### src/rtl/privreg_pkg.sv
package privreg_pkg;
    localparam int ADDR_W  = 13;
    localparam int OFF_W   = 12;
    localparam int NUM_TGT = 5;
    localparam int ID_W    = 5;

    localparam int TGT_SCU  = 0;
    localparam int TGT_CPUIF = 1;
    localparam int TGT_TMR  = 2;
    localparam int TGT_WDOG = 3;
    localparam int TGT_DIST = 4;

    localparam logic [ID_W-1:0] IRQ_ID_TMR  = 5'd29;
    localparam logic [ID_W-1:0] IRQ_ID_WDOG = 5'd30;

    localparam logic [3:0] IF_FIRST_SLOT  = 4'd1;
    localparam logic [3:0] TMR_FIRST_SLOT = 4'd6;

    typedef enum logic {
        EDGE_LOW  = 1'b0,
        EDGE_HIGH = 1'b1
    } edge_state_e;
endpackage

### src/rtl/privreg_addr_map.sv
module privreg_addr_map
    import privreg_pkg::*;
#(
    parameter int NUM_CPU = 4,
    parameter int IDX_W   = 3
) (
    input  logic [ADDR_W-1:0]  addr,
    output logic [NUM_TGT-1:0] sel,
    output logic [IDX_W-1:0]   idx,
    output logic [OFF_W-1:0]   off,
    output logic               err
);
    localparam logic [3:0] IF_LAST_SLOT  = 4'(NUM_CPU + 1);
    localparam logic [3:0] TMR_LAST_SLOT = 4'(6 + NUM_CPU);

    logic [3:0] slot;
    logic [7:0] lo;

    assign slot = addr[11:8];
    assign lo   = addr[7:0];

    always_comb begin
        sel = '0;
        idx = '0;
        off = '0;
        err = 1'b0;
        if (addr[12]) begin
            sel[TGT_DIST] = 1'b1;
            off           = addr[11:0];
        end else if (slot == 4'd0) begin
            sel[TGT_SCU] = 1'b1;
            off          = OFF_W'(lo);
        end else if (slot <= IF_LAST_SLOT) begin
            sel[TGT_CPUIF] = 1'b1;
            idx            = IDX_W'(slot - IF_FIRST_SLOT);
            off            = OFF_W'(lo);
        end else if (slot >= TMR_FIRST_SLOT && slot <= TMR_LAST_SLOT) begin
            if (lo[7:5] == 3'd0) begin
                sel[TGT_TMR] = 1'b1;
                idx          = IDX_W'(slot - TMR_FIRST_SLOT);
                off          = OFF_W'(lo[4:0]);
            end else if (lo[7:5] == 3'd1) begin
                sel[TGT_WDOG] = 1'b1;
                idx           = IDX_W'(slot - TMR_FIRST_SLOT);
                off           = OFF_W'(lo[4:0]);
            end else begin
                err = 1'b1;
            end
        end else begin
            err = 1'b1;
        end
    end
endmodule

### src/rtl/privreg_edge_cell.sv
module privreg_edge_cell
    import privreg_pkg::*;
(
    input  logic clk,
    input  logic rst_n,
    input  logic lvl,
    output logic strb
);
    edge_state_e st, st_nx;

    always_comb begin
        st_nx = st;
        unique case (st)
            EDGE_LOW:  if (lvl)  st_nx = EDGE_HIGH;   // FIRE
            EDGE_HIGH: if (!lvl) st_nx = EDGE_LOW;    // ARM
            default:             st_nx = EDGE_LOW;
        endcase
    end

    always_ff @(posedge clk or negedge rst_n) begin
        if (!rst_n) st <= EDGE_LOW;
        else        st <= st_nx;
    end

    always_ff @(posedge clk or negedge rst_n) begin
        if (!rst_n) strb <= 1'b0;
        else        strb <= (st == EDGE_LOW) && lvl;
    end

    assert_strobe_cause_R8: assert property (@(posedge clk) disable iff (!rst_n)
        strb |-> $past(lvl));

    assert_single_pulse_R9: assert property (@(posedge clk) disable iff (!rst_n)
        strb |=> !strb);
endmodule

### src/rtl/privreg_router.sv
module privreg_router
    import privreg_pkg::*;
#(
    parameter int NUM_CPU = 4,
    localparam int NLVL  = 2 * NUM_CPU,
    localparam int IDX_W = $clog2(NUM_CPU + 1),
    localparam int CPU_W = (NUM_CPU > 1) ? $clog2(NUM_CPU) : 1
) (
    input  logic                    clk,
    input  logic                    rst_n,
    input  logic [ADDR_W-1:0]       bus_addr,
    output logic [NUM_TGT-1:0]      tgt_sel,
    output logic [IDX_W-1:0]        tgt_idx,
    output logic [OFF_W-1:0]        tgt_off,
    output logic                    dec_err,
    input  logic [NLVL-1:0]         lvl_in,
    output logic [NLVL-1:0]         pend_strb,
    output logic [NLVL*CPU_W-1:0]   pend_cpu,
    output logic [NLVL*ID_W-1:0]    pend_id
);
    privreg_addr_map #(.NUM_CPU(NUM_CPU), .IDX_W(IDX_W)) u_map (
        .addr(bus_addr),
        .sel (tgt_sel),
        .idx (tgt_idx),
        .off (tgt_off),
        .err (dec_err)
    );

    for (genvar i = 0; i < NLVL; i++) begin : g_cell
        localparam logic [CPU_W-1:0] CPU_OF = CPU_W'(i / 2);
        localparam logic [ID_W-1:0]  ID_OF  = (i % 2 == 1) ? IRQ_ID_WDOG : IRQ_ID_TMR;

        privreg_edge_cell u_cell (
            .clk  (clk),
            .rst_n(rst_n),
            .lvl  (lvl_in[i]),
            .strb (pend_strb[i])
        );

        assign pend_cpu[i*CPU_W +: CPU_W] = pend_strb[i] ? CPU_OF : '0;
        assign pend_id[i*ID_W +: ID_W]    = pend_strb[i] ? ID_OF  : '0;
    end

    assert_sel_onehot_R7: assert property (@(posedge clk) disable iff (!rst_n)
        !dec_err |-> $onehot(tgt_sel));

    assert_err_quiet_R6: assert property (@(posedge clk) disable iff (!rst_n)
        dec_err |-> (tgt_sel == '0 && tgt_off == '0 && tgt_idx == '0));

    assert_dist_upper_R5: assert property (@(posedge clk) disable iff (!rst_n)
        tgt_sel[TGT_DIST] |-> bus_addr[12]);

    assert_tmr_idx_R3: assert property (@(posedge clk) disable iff (!rst_n)
        (tgt_sel[TGT_TMR] || tgt_sel[TGT_WDOG]) |-> (int'(tgt_idx) <= NUM_CPU));
endmodule

### config.mk
export PLATFORM = sky130hd
export DESIGN_NAME = privreg_router
export DESIGN_NICKNAME = d
export VERILOG_FILES = /design/src/rtl/privreg_pkg.sv /design/src/rtl/privreg_addr_map.sv /design/src/rtl/privreg_edge_cell.sv /design/src/rtl/privreg_router.sv
export SDC_FILE = /design/constraint.sdc
export NUM_CORES = 1
export LEC_CHECK = 0
export CORE_ASPECT_RATIO = 0.7
export CORE_MARGIN = 2
export CORE_UTILIZATION = 31
export DETAILED_ROUTE_END_ITERATION = 7
export GPL_TIMING_DRIVEN = 0
export PLACE_DENSITY_LB_ADDON = 0.05
export SLEW_MARGIN = 20
export SYNTH_ARGS = -nofsm -noshare
export SYNTH_HDL_FRONTEND = slang
export SYNTH_HIERARCHICAL = 1
export SYNTH_SLANG_ARGS = --single-unit
### constraint.sdc
create_clock -name clk -period 3.4 [get_ports clk]
set_input_delay 1.02 -clock clk [delete_from_list [all_inputs] [get_ports clk]]
set_output_delay 1.02 -clock clk [all_outputs]
set_load 0.05 [all_outputs]
==> summary.md <==
| Metric | Value |
|---|---|
| Status | `finished, violations left` |
| Failing checks | `negative setup slack` |
| DR iter-0 viols | `16` |
| Die Ht | `56.7 um` |
| Layout net count | `269` |
| Initial antenna violation count | `0` |
| Tcrit/Tclk final | `1.06` |
| Placeable Area | `3870 sq um` |
| Area contributors post-synth | `buf_4, dfrtp_1, nor2b_4` |
| Die X | `79.3 um` |
| First-pass GRT wire length | `4950 um` |
| Maximum VDD drop | `237 uV` |
| Gpl congestion | `0.792` |
| Max-slew violations | `0` |
| P per Cell Area | `311 nW/um^2` |
| Post-CTS Hold Buffers | `0` |
| Max clock buf depth | `2` |
| CTS tree | `built` |
| Top-area cell type share of the netlist area | `0.348` |
| Share of layout cells above drive strength 1 | `0.517` |
| Async S/R FF share, synth | `1.00` |
| Diode count | `0` |
| Hold WC Path Type | `register to register` |
| P_sw | `329 uW` |
| Post-route ant nets | `0` |
| Minimum clock period | `3.59 ns` |
| Synth top cells by count | `buf_4, dfrtp_1, and2_1, nor2b_4, inv_1` |
| WL final | `3170 um` |
| CTS Root Cell | `clkbuf_8` |
| Cell taking the most area after synthesis | `buf_4` |
| Finished Layout Cells | `292` |
| Power consumption | `784 uW` |
| Crit Path Max Fanout | `4` |
| Worst skew pair latency | `0.24 ns` |
| Worst R2R Path Depth | `1` |
| DR vias/cell | `3.77` |
| Site row count | `19` |
| Synthesis warning total | `6` |
| Vias in the first global route | `1046` |
| Cell with the most instances after synthesis | `buf_4` |
| Total clock buffers created by CTS | `3` |
| Critical path required time | `2.38 ns` |
| Crit Path Class | `input port to output port` |
| R2r startpoint | `g_cell[0].u_cell/st` |
| Drt pass-1 iters | `4` |
| Total of max-cap violations | `0` |
| RSZ-0062 raised after global routing | `yes` |
| EDFF count, synth | `0` |
| Die area | `4500 sq um` |
| Largest net degree at the start of global routing | `17` |
| Finish-stage setup viols | `11` |
| Fmax | `0.279 GHz` |
| Hold path cells | `1` |
| Seq pwr share | `0.270` |
| Dpl hpwl | `2550 um` |
| Reg clk slew, reported paths | `0.06 ns` |
| Headroom to the max-slew limit | `0.541` |
| R2R Path End | `g_cell[0].u_cell/strb` |
| Clk_skew | `0.000541 ns` |
| Mapped Area | `1230 sq um` |
| Initial Utilization | `0.317` |
| Seq/Total Area, Yosys | `0.326` |
| Final Hold Viols | `0` |
| Synth-to-Final Area Change | `105%` |
| Netlist cell types | `24` |
| Fillers | `313` |
| Cell count after synthesis | `122` |
| Sw Share | `0.420` |
| CP Capture Type | `output port` |
| R2R setup slack | `2.83 ns` |
| Pint | `454 uW` |
| Final TNS setup | `-1.10 ns` |
| Number of register bits inferred by synthesis | `16` |
| Comb pwr share | `0.558` |
| Clk sink count | `16` |
| Synthesized area per cell | `10.1 sq um` |
| Vias | `1101` |
| Hold endpoint | `g_cell[5].u_cell/strb` |
| IO Pins | `108` |
| H-tree levels | `1` |
| DRC Markers | `0` |
| Arrival time of the worst setup path | `2.57 ns` |
| Leakage | `0.00125 uW` |
| Final worst slack | `-0.188 ns` |
| Hold Path Origin | `g_cell[5].u_cell/st` |
| Hold_ws | `0.439 ns` |
| Post-Place Cells | `280` |
| Tot GR Track Use | `0.140` |
| Buffers on Ports | `91` |
| Setup crit start kind | `input port` |
| Ys flop type | `dfrtp_1` |
| Grt total ovfl | `0` |
| Least-Margin Pin Slew | `0.686 ns` |
| Clock share of power | `0.171` |
| Routed len/inst | `10.9 um` |
-- worst max-delay path by stage --
stage,startpoint,endpoint,slack [ns],cells past startpoint
after global routing,bus_addr[8],tgt_idx[1],-0.24,8
after global placement,bus_addr[8],tgt_idx[1],-1.45,8
after CTS,bus_addr[8],tgt_idx[1],-0.21,8
after detailed placement,bus_addr[8],tgt_idx[1],-1.48,8
after floorplan,bus_addr[8],tgt_sel[2],-0.18,6
final,bus_addr[8],tgt_idx[1],-0.19,8
-- cell usage in the layout, fill, tap and decap left out, types with 5 or more instances in the layout --
master           Yosys  final
nor2b_4              8      8
conb_1               1     16
dlygate4sd2_1        0      7
dfrtp_1             16     16
buf_6                0      9
clkdlybuf4s50_1      0     64
buf_4               57     65
and2_4               0      5
buf_8                0      6
-- worst max-delay path: stages --
cell        delay [ns]
buf_8             0.08
clkinvlp_4        0.13
ha_4              0.20
nor3b_4           0.20
o21ba_4           0.16
or3b_4            0.42
o22ai_4           0.17
buf_6             0.18
-- logic make-up after synthesis --
| kind of cell | Yosys count | synth area share |
|---|---|---|
| AOI/OAI and AO/OA | 8 | 0.0509 |
| muxes | 1 | 0.00814 |
| adders and majority gates | 4 | 0.0407 |
| and+or+nand+nor | 28 | 0.202 |
| buffers and inverters | 64 | 0.369 |
| other | 1 | 0.00305 |
| DFF | 16 | 0.326 |
-- power groups by stage --
stage / clock network, uW / logic, uW / registers, uW
floorplan: 0 / 268 / 231
finish: 134 / 438 / 212
CTS: 141 / 430 / 212
detailed placement: 0 / 409 / 215
global route: 150 / 455 / 213
global placement: 0 / 406 / 214
-- metrics by stage --
step	instance area [sq um]	setup slack, ns	utilization
floorplan	1340	-0.182	-
global placement	2320	-1.45	0.598
detailed placement	2320	-1.48	0.598
CTS	2470	-0.209	0.637
global route	2520	-0.239	0.651
finish	2520	-0.188	0.651
-- cell type report --
type / instances / area, sq um / area share
inverters: 7 / 32.5 / 0.0129
well taps: 52 / 65.1 / 0.0258
multi-input cells: 57 / 552 / 0.219
flip-flops and latches: 16 / 400 / 0.159
clock buffers: 3 / 41.3 / 0.0164
repair buffers: 100 / 1000 / 0.398
plain buffers: 57 / 428 / 0.170
-- repair_timing --
| action | 4_1_cts | 5_1_grt |
|---|---|---|
| pin swaps | 8 | 8 |
| gates resized for setup | 141 | 10 |
| setup endpoints to repair | 21 | 16 |
| hold endpoints to repair | 0 | 0 |
| setup buffers | 6 | 4 |
-- registers in the layout, indices dropped and copies added, names as in the netlist --
name / count
g_cell.u_cell/strb: 8
g_cell.u_cell/st: 8
-- metal layers --
metal  wire length, um  track usage  up-vias
met5                 0            0        -
met3               319       0.0498        2
met4                19       0.0296        0
met2              1660        0.263       57
li1                  -            -      550
met1              1180        0.150      492
No activity file was read; power rests on OpenSTA's default activity.
